`config.mk`:
```
export PLATFORM = sky130hd
export DESIGN_NAME = sgpio_ctrl
export DESIGN_NICKNAME = d
export VERILOG_FILES = /design/src/rtl/sgpio_pkg.sv /design/src/rtl/sgpio_sync.sv /design/src/rtl/sgpio_section.sv /design/src/rtl/sgpio_ctrl.sv
export SDC_FILE = /design/constraint.sdc
export NUM_CORES = 1
export LEC_CHECK = 0
export ABC_AREA = 0
export BUFFER_PORTS_ARGS = -buffer_cell sky130_fd_sc_hd__buf_2
export CAP_MARGIN = 20
export CORE_ASPECT_RATIO = 0.7
export CORE_MARGIN = 10
export CORE_UTILIZATION = 45
export CTS_BUF_LIST = sky130_fd_sc_hd__clkbuf_16
export DETAILED_ROUTE_END_ITERATION = 16
export PLACE_DENSITY = 0.68
export REMOVE_ABC_BUFFERS = 1
export SETUP_SLACK_MARGIN = 0.02
export SLEW_MARGIN = 5
export SYNTH_ARGS = -nofsm -noshare
export SYNTH_HDL_FRONTEND = slang
export SYNTH_SLANG_ARGS = --single-unit
```
`constraint.sdc`:
```
create_clock -name clk -period 3.4 [get_ports clk]
set_input_delay 0.17 -clock clk [delete_from_list [all_inputs] [get_ports clk]]
set_output_delay 0.17 -clock clk [all_outputs]
set_load 0.01 [all_outputs]
```
`src/rtl/sgpio_pkg.sv`:
```
package sgpio_pkg;

    localparam int SECT_W    = 8;
    localparam int NUM_SECT  = 4;
    localparam int OFF_W     = 6;
    localparam int SEL_W     = $clog2(NUM_SECT);
    localparam int PINS      = SECT_W * NUM_SECT;

    typedef enum logic [OFF_W-1:0] {
        OFF_MSTAT  = 6'h00,
        OFF_STAT   = 6'h04,
        OFF_UNMASK = 6'h08,
        OFF_MASK   = 6'h0C,
        OFF_DIR    = 6'h10,
        OFF_OUT    = 6'h14,
        OFF_IN     = 6'h18,
        OFF_MODE   = 6'h20
    } reg_off_e;

    typedef struct packed {
        logic              wr;
        logic [OFF_W-1:0]  off;
        logic [SECT_W-1:0] wd;
    } sect_req_t;

    function automatic logic is_wr(sect_req_t r, reg_off_e o);
        return r.wr && (r.off == o);
    endfunction

endpackage

```
`src/rtl/sgpio_sync.sv`:
```
module sgpio_sync #(
    parameter int W = 8
) (
    input  logic         clk,
    input  logic         rst,
    input  logic [W-1:0] d,
    output logic [W-1:0] q
);
    logic [W-1:0] meta_q;

    always_ff @(posedge clk) begin
        if (rst) begin
            meta_q <= '0;
            q      <= '0;
        end else begin
            meta_q <= d;
            q      <= meta_q;
        end
    end
endmodule

```
`src/rtl/sgpio_section.sv`:
```
module sgpio_section
    import sgpio_pkg::*;
(
    input  logic              clk,
    input  logic              rst,
    input  sect_req_t         req,
    input  logic [SECT_W-1:0] pins_raw,
    output logic [SECT_W-1:0] rd_val,
    output logic [SECT_W-1:0] drv_out,
    output logic [SECT_W-1:0] drv_oe,
    output logic              sect_irq
);
    logic [SECT_W-1:0] dir_q, out_q, mask_q, mode_q, stat_q;
    logic [SECT_W-1:0] sync_in, prev_q, set_v, clr_v, masked;

    sgpio_sync #(.W(SECT_W)) sync_i (
        .clk (clk),
        .rst (rst),
        .d   (pins_raw),
        .q   (sync_in)
    );

    // Level pins raise status on high input, edge pins on rising edge.
    assign set_v  = (mode_q & sync_in) | (~mode_q & sync_in & ~prev_q);
    assign clr_v  = is_wr(req, OFF_STAT) ? req.wd : '0;
    assign masked = stat_q & ~mask_q;

    always_ff @(posedge clk) begin
        if (rst) begin
            dir_q  <= '1;
            out_q  <= '0;
            mask_q <= '1;
            mode_q <= '0;
            stat_q <= '0;
            prev_q <= '0;
        end else begin
            prev_q <= sync_in;
            stat_q <= (stat_q & ~clr_v) | set_v;
            if (is_wr(req, OFF_DIR))    dir_q  <= req.wd;
            if (is_wr(req, OFF_OUT))    out_q  <= req.wd;
            if (is_wr(req, OFF_MODE))   mode_q <= req.wd;
            if (is_wr(req, OFF_MASK))   mask_q <= mask_q | req.wd;
            if (is_wr(req, OFF_UNMASK)) mask_q <= mask_q & ~req.wd;
        end
    end

    always_comb begin
        case (req.off)
            OFF_MSTAT:  rd_val = masked;
            OFF_STAT:   rd_val = stat_q;
            OFF_UNMASK: rd_val = mask_q;
            OFF_DIR:    rd_val = dir_q;
            OFF_OUT:    rd_val = out_q;
            OFF_IN:     rd_val = sync_in;
            OFF_MODE:   rd_val = mode_q;
            default:    rd_val = '0;
        endcase
    end

    assign drv_out  = out_q;
    assign drv_oe   = ~dir_q;
    assign sect_irq = |masked;

    // reset values
    assert_reset_vals_R10: assert property (@(posedge clk)
        rst |=> (dir_q == '1 && mask_q == '1 && stat_q == '0 && mode_q == '0 && out_q == '0));

    // mask write sets written bits
    assert_mask_set_R5: assert property (@(posedge clk) disable iff (rst)
        is_wr(req, OFF_MASK) |=> ((mask_q & $past(req.wd)) == $past(req.wd)));

    // unmask write clears written bits
    assert_unmask_clr_R6: assert property (@(posedge clk) disable iff (rst)
        is_wr(req, OFF_UNMASK) |=> ((mask_q & $past(req.wd)) == '0));

    // input offset is read-only
    assert_input_ro_R3: assert property (@(posedge clk) disable iff (rst)
        is_wr(req, OFF_IN) |=> ($stable(dir_q) && $stable(out_q) && $stable(mask_q) && $stable(mode_q)));

    // level-mode bit with high input is set next cycle despite clears
    assert_level_reassert_R8: assert property (@(posedge clk) disable iff (rst)
        ((mode_q & sync_in) != '0) |=> ((stat_q & $past(mode_q & sync_in)) == $past(mode_q & sync_in)));

endmodule

```
`src/rtl/sgpio_ctrl.sv`:
```
module sgpio_ctrl
    import sgpio_pkg::*;
(
    input  logic        clk,
    input  logic        rst,
    input  logic [7:0]  bus_addr,
    input  logic        bus_wr,
    input  logic        bus_rd,
    input  logic [31:0] bus_wdata,
    output logic [31:0] bus_rdata,
    input  logic [31:0] pin_in,
    output logic [31:0] pin_out,
    output logic [31:0] pin_oe,
    output logic        irq
);
    logic [SEL_W-1:0]  sel;
    logic [OFF_W-1:0]  off;
    logic [SECT_W-1:0] rd_arr [NUM_SECT];
    logic [NUM_SECT-1:0] irq_v;
    logic [31-SECT_W:0] unused_wdata_hi;

    assign sel = bus_addr[OFF_W +: SEL_W];
    assign off = bus_addr[OFF_W-1:0];
    assign unused_wdata_hi = bus_wdata[31:SECT_W];

    for (genvar s = 0; s < NUM_SECT; s++) begin : g_sect
        sect_req_t r;
        assign r.wr  = bus_wr && (sel == s[SEL_W-1:0]);
        assign r.off = off;
        assign r.wd  = bus_wdata[SECT_W-1:0];

        sgpio_section sect_i (
            .clk      (clk),
            .rst      (rst),
            .req      (r),
            .pins_raw (pin_in[s*SECT_W +: SECT_W]),
            .rd_val   (rd_arr[s]),
            .drv_out  (pin_out[s*SECT_W +: SECT_W]),
            .drv_oe   (pin_oe[s*SECT_W +: SECT_W]),
            .sect_irq (irq_v[s])
        );
    end

    always_ff @(posedge clk) begin
        if (rst)         bus_rdata <= '0;
        else if (bus_rd) bus_rdata <= {{(32-SECT_W){1'b0}}, rd_arr[sel]};
    end

    assign irq = |irq_v;

    // upper read bits stay zero
    assert_rdata_hi_zero_R1: assert property (@(posedge clk) disable iff (rst)
        bus_rdata[31:SECT_W] == '0);

endmodule

```
==> Word level (Yosys, flattened, before mapping) <==
Index checks and enable logic that the tools add are counted.
{ "totals": {"register_bits": 264, "in_bits": 76, "output_inout_bits": 97} }
{ "classes": {"order_cmp": 1, "n_eq_ne": 10, "mux": 19, "bitwise_logic": 58, "reduce_logical": 35} }
{ "ops": {"columns": ["cell", "n"], "rows": [
  ["$pmux W8 S7", 4],
  ["$and A8 B8 Y8", 24],
  ["$not A8 Y8", 21],
  ["$mux W8", 14],
  ["$or A8 B8 Y8", 12],
  ["$reduce_or A32 Y1", 1],
  ["$logic_and A1 B1 Y1", 28],
  ["$eq A6 B5 Y1 const B", 3],
  ["$bmux W8 S2", 1],
  ["$eq A6 B4 Y1 const B", 2],
  ["$reduce_bool A2 Y1", 4],
  ["$eq A6 B3 Y1 const B", 1],
  ["$eq A6 B6 Y1 const B", 1],
  ["$logic_not A6 Y1", 1],
  ["$eq A2 B2 Y1 const B", 2],
  ["$ge A3 B3 Y1 const B", 1],
  ["$not A2 Y3", 1],
  ["$eq A2 B1 Y1 const B", 1],
  ["$logic_not A2 Y1", 1]
]} }

==> Longest topological paths before layout <==
Gate-level depths: netlist of the first run.
{ "logic_depth": {"ltp_word": 7, "mapped_depth": 10} }

==> Hierarchy <==
Synthesis of the first run repeated with hierarchy kept, for this count alone.
{ "hier_totals": {"cells_unflattened": 1401, "area_unflattened_um2": 12884.9} }
{ "modules_own_cells": {"columns": ["module", "n_inst", "cells_each", "area_per_inst_um2", "seq_area_each_um2"], "rows": [
  ["sgpio_section", 4, 297, 2565.0, 960.9],
  ["sgpio_sync", 4, 33, 464.2, 320.3],
  ["sgpio_ctrl", 1, 81, 768.2, 160.2]
]} }

==> Worst setup path before layout of the first run <==
OpenSTA, ideal clock, no wires.
{ "synth_timing": {"kind": "input to register", "startpoint": "in bus_addr[5]", "endpoint": "reg g_sect[1].sect_i.dir_q[6]", "setup_ns": 0.079, "t_arrival_ns": 1.847, "t_required_ns": 3.321, "slack_ns": 1.474, "path_stages": 8, "n_path_buf": 3, "cell_sequence": "buf_6 > or4b_4 > buf_6 > or3_4 > nor2_4 > buf_4 > nand2_1 > o211ai_1"} }
{ "synth_between": {"elab_chain_len": 2} }
{ "synth_rtl": {"columns": ["item", "line_no", "text"], "rows": [
  ["from (decl)", "sgpio_ctrl.sv:6", "input logic [7:0] bus_addr,"],
  ["$eq A6 B5 Y1", "sgpio_pkg.sv:27", "return r.wr && (r.off == o);"],
  ["$logic_and A1 B1 Y1", "sgpio_pkg.sv:27", null],
  ["to (signal assigned)", "sgpio_section.sv:39", "if (is_wr(req, OFF_DIR)) dir_q <= req.wd;"],
  ["to (decl)", "sgpio_section.sv:13", "logic [SECT_W-1:0] dir_q, out_q, mask_q, mode_q, stat_q;"]
]} }
No other way between the ends.
A chain may end at the register's enable or synchronous reset.

==> results of run 1 <==
power by group through the flow:
stage | Clock, W | Combinational (W) | Sequential, W
after global routing | 0.00326 | 0.000514 | 0.00320
after detailed placement | 0 | 0.000437 | 0.00326
after global placement | 0 | 0.000432 | 0.00326
final | 0.00312 | 0.000484 | 0.00320
after floorplan | 0 | 0.000196 | 0.00325
after CTS | 0.00314 | 0.000470 | 0.00320
worst paths after layout:
kind | cells past startpoint | startpoint | slack (ps) | endpoint
hold reg to reg | 1 | g_sect[3].sect_i.sync_i.meta_q[2]$_SDFF_PP0_ | 440 | g_sect[3].sect_i.sync_i.q[2]$_SDFF_PP0_
setup / recovery | 5 | flop | 1020 | irq
setup reg to reg | 4 | bus_rdata[4]$_SDFFE_PP0P_ | 1650 | bus_rdata[4]$_SDFFE_PP0P_
hold / removal | 3 | bus_addr[7] | 20 | bus_rdata[5]$_SDFFE_PP0P_
routing by layer:
layer  vias up  part of all wire (%)  global-route usage [%]
li1       4741                     -                       -
met4         0                   1.8                   4.920
met2       582                    44                   34.75
met5         -                     0                       0
met1      4825                    42                   32.42
met3        56                    12                   5.796
cell type report:
class / instances / share of cell area [%]
Clock inverter: 20 / 1.817
Clock buffer: 27 / 5.033
Sequential cell: 264 / 39.37
Multi-Input combinational cell: 871 / 38.78
Tap cell: 325 / 3.029
Inverter: 68 / 1.901
Timing Repair Buffer: 206 / 10.07
synthesized netlist by cell type, types with 11 or more instances:
| library cell | n | share of area, % |
|---|---|---|
| nand2_1 | 175 | 5.8 |
| a21oi_1 | 105 | 4.7 |
| mux2i_1 | 56 | 5.0 |
| nor2_1 | 56 | 1.9 |
| buf_2 | 15 | 0.67 |
| clkbuf_1 | 56 | 1.9 |
| o211ai_1 | 49 | 3.3 |
| dfxtp_1 | 264 | 47 |
| a22oi_1 | 22 | 1.5 |
| and3_1 | 26 | 1.4 |
| buf_4 | 29 | 1.9 |
| inv_1 | 66 | 2.2 |
| o21ai_0 | 61 | 2.7 |
| a32o_1 | 32 | 2.9 |
| nor2b_1 | 106 | 5.9 |
| buf_1 | 11 | 0.37 |
| o22ai_1 | 27 | 1.5 |
| nand2b_1 | 37 | 2.1 |
critical path: stages, from the launching register on:
cell and delay (ps):
dfxtp_1 400, o22ai_1 170, or4_1 540, nor4_1 170, nand3_1 180, buf_2 200
layout by cell type, fill, tap and decap left out, types with 10 or more instances in the layout:
master	instances
dfxtp_1	264
nand2_1	175
buf_2	123
nor2b_1	106
a21oi_1	105
inv_1	66
o21ai_0	61
mux2i_1	56
nor2_1	56
o211ai_1	49
buf_4	46
nand2b_1	37
dlygate4sd3_1	34
a32o_1	32
o22ai_1	27
clkbuf_16	27
and3_1	26
conb_1	24
a22oi_1	22
a221oi_1	10
metrics by stage:
| stage | util [%] | worst slack (ps) |
|---|---|---|
| floorplan | - | 1033 |
| global placement | 49.41 | 960.1 |
| detailed placement | 49.41 | 936.6 |
| CTS | 54.52 | 1050 |
| global route | 54.52 | 904.5 |
| finish | 54.52 | 1021 |
kinds of logic (layout without fill, tap and decap cells):
group,Yosys count,after routing,synth area share [%]
AO/OA/AOI/OAI,351,351,20.77
buffers and inverters,182,321,7.415
flip-flops,264,264,47.03
multiplexers,57,57,5.088
other,1,24,0.03337
AND/OR/NAND/NOR,439,439,19.66
timing repair:
item	CTS	global route
setup endpoints to repair	0	0
setup buffers	0	0
hold buffers	34	0
hold endpoints to repair	43	0
==> impl_metrics.csv, run 1 <==
group,metric,value,unit
synth,synth_edf_count,0,
synth,seq_area_frac_synth,47.03,%
sta,hold_slack,20.92,ps
cts,tritoncts,"yes",
power,p_clk_share,45.9,%
die,die_area,31800,um2
layout,diodes,0,
die,die_h,152.2,um
synth,synth_cell_type_count,58,
cts,cts_buffer_depth,3,
power,powerDensity,506.4,nW/um2
sta,worstMarginPinSlew,990.3,ps
cts,numCtsBuffers,26,
place,dpl_cell_area,12170,um2
cts,clkLatencyLatePin,540,ps
die,dieWidth,208.9,um
cts,clock_sinks,264,
cts,ctsResizeCount,0,
routing,via_per_inst,5.729,
synth,syn-cell-area,11240,um2
global_route,antenna_found_initial,0,
power,finalPower,0.006799,W
power,cellInternalPower,0.005166,W
layout,final_cells,1781,
synth,synth_cells,1294,
routing,drc,0,
routing,ant_nets,0,
layout,nNetsFinal,1513,
die,num_rows,48,
hold_path,hp-class,"primary input to flop",
sta,fmax,0.4203,GHz
die,initial_core_util,45.64,%
sta,setup_violations,0,
worst_setup_path,crit_type,"flop to primary output",
power,switching_share,24.01,%
place,dp_hpwl,26480,um
cts,root_buffer,"clkbuf_16",
sta,rsz0062_at_grt,"no",
worst_setup_path,cp_max_fo,4,
place,portBuffers,124,
job,maxCapViolations,0,
synth,synthFlopType,"dfxtp_1",
worst_setup_path,crit_path_end_kind,"primary output",
global_route,grt_pass1_wl,58690,um
cts,clkTransAtPathRegs,70,ps
power,p_sw,0.001632,W
routing,wl_per_cell,21.80,um
synth,ys_ff_latch,264,
power,cellLeakagePower,5.500,nW
power,pwr-share-seq,47.0,%
layout,multiInputGateArea,5206,um2
global_route,grt_overflow,0,
routing,vias,10200,
routing,first_iter_violations,1314,
sta,fin_crit,2379,ps
routing,dr.pass1.iters,5,
synth,ys_warn_count,0,
sta,slew_violations,0,
sta,period_share,69.98,%
place,routabilityCongestion,0.9727,
die,core,24620,um2
global_route,gr-usage-all-layers,23.06,%
status,status,"finished, final reports clean",
layout,postLayoutCellArea,13430,um2
die,io_pins,173,
place,dp_cells,1700,
global_route,grt_pass1_vias,9534,
cts,cts-htree-levels,1,
routing,wirelength,38830,um
global_route,grt_max_degree,78,
layout,nFillCells,2285,
sta,finalHoldViolations,0,
power,p_comb_share,7.1,%
sta,tns,0,ps
worst_setup_path,cp.arrival,2210,ps
layout,regArea,5285,um2
worst_setup_path,setup.worst_path.start_class,"flop",
worst_setup_path,worstPathRequired,3230,ps
layout,layout-drive-gt1-share,16.00,%
layout,area_delta_synth_final,19.46,%
synth,synth_area_per_cell,8.685,um2
power,vdd_drop_max,0.0003923,V
synth,ys_async_sr_fraction,0,%
sta,skew,11.83,ps
sta,slew_headroom,33.74,%
No activity file was read; power rests on OpenSTA's default activity.
==> run 2, diff against run 1 <==
clock period = 2.5 ns   (was 3.4 ns; I/O delays follow)
==> run 2 against run 1 <==
Setup slack worse by 850 ps. Largest cell class unchanged. Die area stayed put. Clock power up 20%. Combinational power up 38%. Hold slack better by 76 ps. Non-clock buffer count grew 14. Sequential share of layout area down 0.12 points. Highest routed layer is now met5.
==> impl_metrics.csv, run 2 (synthesis results as in run 1) <==
group,metric,value,unit
sta,slew_violations,0,
worst_setup_path,worstPathRequired,2380,ps
worst_setup_path,cp_max_fo,4,
layout,layout_commonest_cell,"dfxtp_1",
routing,drc,0,
routing,dr.pass1.iters,5,
global_route,groute.layer.met1.usage,32.13,%
worst_setup_path,max_stage_delay,540,ps
layout,nFillCells,2269,
job,maxCapViolations,0,
worst_setup_path,setup.worst_path.start_class,"flop",
cts,clock_sinks,264,
hold_path,hp-class,"primary input to flop",
hold_path,hold_path_depth,3,
place,portBuffers,124,
power,vdd_drop_max,0.0007610,V
die,core,24620,um2
die,die_h,152.2,um
worst_setup_path,r2r.worst_path.cells,7,
worst_setup_path,cp.arrival,2200,ps
sta,worstMarginPinSlew,683.2,ps
die,io_pins,173,
routing,wirelength,39150,um
die,die_area,31800,um2
worst_setup_path,cp_top_family,"simple AND/OR/NAND/NOR gates",
layout,postLayoutCellArea,13470,um2
sta,tns,0,ps
die,num_rows,48,
sta,finalHoldViolations,0,
sta,rsz0062_at_grt,"no",
global_route,grt_pass1_vias,9763,
routing,ant_nets,0,
routing,vias,10280,
worst_setup_path,crit_path_end_kind,"primary output",
die,initial_core_util,45.64,%
global_route,antenna_found_initial,4,
routing,first_iter_violations,1172,
layout,layout-drive-gt1-share,16.38,%
global_route,grt_overflow,0,
cts,clkLatencyLatePin,540,ps
layout,nNetsFinal,1527,
status,status,"finished, final reports clean",
worst_setup_path,crit_type,"flop to primary output",
sta,skew,12.58,ps
layout,area_delta_synth_final,19.84,%
sta,fin_crit,2326,ps
die,dieWidth,208.9,um
layout,mostFrequentLayoutCells,"dfxtp_1, nand2_1, buf_2",
cts,numCtsBuffers,26,
sta,period_share,93.03,%
cts,root_buffer,"clkbuf_16",
global_route,grt_pass1_wl,59190,um
place,dpl_cell_area,12320,um2
cts,ctsResizeCount,0,
global_route,gr-usage-all-layers,23.31,%
place,routabilityCongestion,0.9603,
worst_setup_path,path_buf_inv,1,
routing,via_per_inst,5.720,
worst_setup_path,crit_path_cell_trace,"o22ai_1 > or4_1 > nor4_1 > nand3_1 > buf_2",
routing,wl_per_cell,21.78,um
cts,clkTransAtPathRegs,60,ps
global_route,global_route.usage.met2,34.46,%
global_route,grt_max_degree,96,
worst_setup_path,crit_slowest_cell,"or4_1",
sta,slew_headroom,54.45,%
sta,fmax,0.4300,GHz
worst_setup_path,cp.depth,5,
cts,cts_buffer_depth,3,
power,powerDensity,650.6,nW/um2
power,cellLeakagePower,5.561,nW
sta,setup_violations,0,
cts,cts-htree-levels,1,
place,dp_hpwl,27230,um
cts,tritoncts,"yes",
global_route,gr-usage-met3,6.901,%
global_route,grt-busiest-layer,"met2",
-- run 2: cell types whose count changed in the layout (fill, tap and decap cells not counted), sizes merged --
| cell | before | now |
|---|---|---|
| buf | 172 | 186 |
| clkinv | 10 | 15 |
| bufinv | 5 | 1 |
| clkinvlp | 5 | 1 |
| inv | 68 | 72 |
| diode | 0 | 2 |
-- run 2: power by group --
part / switching [W] / total, W / internal, W / leakage, nW
clock: 0.00168 / 0.00374 / 0.00206 / 0.411
combinational: 0.000421 / 0.000669 / 0.000249 / 3.00
sequential: 0.0000475 / 0.00435 / 0.00430 / 2.15
-- run 2: area by class of cell --
type,instances,area [um2],area share (%)
inverter,68,255.2,1.895
multi-input combinational,871,5206,38.66
timing repair buffer,220,1508,11.19
sequential,264,5285,39.24
antenna,2,5.005,0.03716
clock buffer,27,675.6,5.017
clock inverter,21,126.4,0.9383
tap,325,406.6,3.019
-- run 2: worst paths after layout --
kind                                           startpoint                                  endpoint  slack (ps)
max                                                  flop                                       irq         170
min reg2reg  g_sect[2].sect_i.sync_i.meta_q[5]$_SDFF_PP0_   g_sect[2].sect_i.sync_i.q[5]$_SDFF_PP0_         430
min                                          bus_wdata[5]  g_sect[3].sect_i.drv_out[5]$_SDFFE_PP0P_         100
max reg2reg       g_sect[0].sect_i.sync_i.q[5]$_SDFF_PP0_                 bus_rdata[5]$_SDFFE_PP0P_         460
-- run 2: repair_timing --
| item | CTS | global route |
|---|---|---|
| hold buffers | 34 | 0 |
| endpoints found under the hold margin | 35 | 0 |
| buffers inserted | 0 | 0 |
-- run 2: worst min-delay path, cell delays in order --
cell,delay (ps)
buf_2,280
nand2_1,130
a21oi_1,50
-- run 2: metal layers --
layer	wire length [um]	part of all wire, %
met1	16910	43
met2	16690	43
met3	4466	11
met4	1079	2.8
met5	11	0.028
-- run 2: stage by stage --
step | power, W | cells | worst slack, ps | hold WS (ps) | util [%]
finish | 0.008762 | 1798 | 174.3 | 96.86 | 54.70
global route | 0.009025 | 1796 | 54.78 | 106.5 | 54.67
CTS | 0.008785 | 1796 | 188.5 | 74.63 | 54.67
detailed placement | 0.005050 | 1714 | 295.7 | 336.7 | 50.04
global placement | 0.005042 | 1714 | 307.7 | 332.1 | 50.04
floorplan | 0.004689 | 1203 | 178.0 | 191.2 | -
==> run 3, diff against run 2 <==
clock period = 2.35 ns   (was 2.5 ns; I/O delays follow)
==> run 3 against run 2 <==
Clock-buffer cell count is the same. Cell area grew 1.2%. First-iteration DRC count fell by 6.4%. Sequential share of layout area shrank 0.43 points. Highest routed layer is now met4. Critical path depth rose by 1. Clock skew down 3.8 ps.
==> impl_metrics.csv, run 3 (synthesis results as in run 1) <==
group,metric,value,unit
cts,cts_buffer_depth,3,
job,maxCapViolations,0,
global_route,groute.layer.met1.usage,32.95,%
sta,skew,8.751,ps
sta,hold_slack,23.57,ps
global_route,grt_pass1_wl,59810,um
cts,cts-htree-levels,1,
routing,first_iter_violations,1097,
sta,tns,0,ps
cts,tritoncts,"yes",
sta,worstMarginPinSlew,798.9,ps
layout,diodes,0,
worst_setup_path,cp_max_fo,3,
sta,slew_violations,0,
global_route,grt_pass1_vias,9817,
cts,root_buffer,"clkbuf_16",
routing,wl_per_cell,21.95,um
sta,fmax,0.4521,GHz
routing,dr.pass1.iters,5,
cts,clkLatencyLatePin,550,ps
sta,setup_ws,137.9,ps
die,die_area,31800,um2
sta,setup_violations,0,
worst_setup_path,worstPathRequired,2230,ps
place,dp_slack,141.5,ps
die,io_pins,173,
routing,drc,0,
global_route,gr-usage-all-layers,23.68,%
routing,vias,10240,
status,status,"finished, final reports clean",
layout,area_delta_synth_final,21.27,%
layout,layout-drive-gt1-share,17.22,%
place,routabilityCongestion,0.9561,
die,initial_core_util,45.64,%
power,switching_share,23.64,%
cts,numCtsBuffers,26,
sta,finalHoldViolations,0,
worst_setup_path,crit_type,"flop to primary output",
worst_setup_path,setup.worst_path.start_class,"flop",
die,die_h,152.2,um
global_route,global_route.usage.met2,35.05,%
place,dp_hpwl,27260,um
die,num_rows,48,
layout,layout_commonest_cell,"dfxtp_1",
power,cellInternalPower,0.007349,W
power,pwr-share-seq,48.1,%
sta,period_share,94.13,%
worst_setup_path,r2r.worst_path.cells,7,
power,vdd_drop_max,0.0006308,V
global_route,antenna_found_initial,1,
layout,mostFrequentLayoutCells,"dfxtp_1, nand2_1, buf_2",
sta,rsz0062_at_grt,"no",
power,finalPower,0.009624,W
cts,clock_sinks,264,
worst_setup_path,cp.arrival,2090,ps
place,dp_cells,1720,
power,powerDensity,706.2,nW/um2
global_route,gr-usage-met3,6.901,%
hold_path,hp-class,"primary input to flop",
die,dieWidth,208.9,um
power,cellLeakagePower,5.637,nW
hold_path,hold_path_depth,3,
layout,final_cells,1800,
routing,wirelength,39500,um
sta,slew_headroom,45.36,%
routing,via_per_inst,5.688,
layout,nNetsFinal,1533,
power,p_clk_share,44.4,%
place,portBuffers,124,
power,p_comb_share,7.5,%
global_route,grt_overflow,0,
routing,ant_nets,0,
global_route,grt_max_degree,66,
sta,fin_crit,2212,ps
global_route,grt-busiest-layer,"met2",
worst_setup_path,crit_path_end_kind,"primary output",
cts,cts_setup_buffers,0,
power,p_sw,0.002276,W
cts,clkTransAtPathRegs,60,ps
die,core,24620,um2
## run 3: through the flow
stage	instance area, um2	utilization, %
final	13630	55.35
after global routing	13630	55.35
after CTS	13600	55.24
after detailed placement	12390	50.32
after global placement	12390	50.32
after floorplan	10750	-
## run 3: power by group through the flow
stage | Combinational, W | Clock, W | Sequential (W)
CTS | 0.000705 | 0.00433 | 0.00462
global route | 0.000770 | 0.00450 | 0.00463
finish | 0.000725 | 0.00427 | 0.00463
detailed placement | 0.000659 | 0 | 0.00472
global placement | 0.000655 | 0 | 0.00472
floorplan | 0.000283 | 0 | 0.00470
## run 3: layer usage
layer	wire (um)	share of wire [%]	vias up
met1	17840	45	4885
met5	0	0	-
met4	934	2.4	0
li1	-	-	4782
met3	3943	10	68
met2	16780	42	504
## run 3: area by class of cell
| class | count | area [um2] |
|---|---|---|
| Clock buffer | 27 | 675.6 |
| Clock inverter | 19 | 186.4 |
| Fill cell | 2300 | 11000 |
| Inverter | 68 | 255.2 |
| Multi-Input combinational cell | 871 | 5238 |
| Sequential cell | 264 | 5289 |
| Tap cell | 325 | 406.6 |
| Timing Repair Buffer | 226 | 1578 |
## run 3: critical path, stage by stage (launching register included)
cell and delay, ps:
dfxtp_1 330, inv_1 80, o22ai_2 100, or4_4 560, nor4_4 140, nand3_1 150
buf_2 190
## run 3: final timing paths
| check | startpoint | endpoint | slack [ps] |
|---|---|---|---|
| worst max-delay path | g_sect[1].sect_i.stat_q[1]$_SDFF_PP0_ | irq | 140 |
| worst min-delay path | rst | g_sect[0].sect_i.dir_q[6]$_SDFFE_PP1P_ | 20 |
| worst max register to register | g_sect[0].sect_i.sync_i.q[5]$_SDFF_PP0_ | bus_rdata[5]$_SDFFE_PP0P_ | 250 |
| worst min register to register | g_sect[0].sect_i.sync_i.meta_q[3]$_SDFF_PP0_ | g_sect[0].sect_i.sync_i.q[3]$_SDFF_PP0_ | 430 |
## run 3: what timing repair did
item,CTS,global route
setup endpoints to repair,1,1
hold endpoints to repair,33,0
pin swaps,1,1
gates resized for setup,5,5
hold buffers,34,0
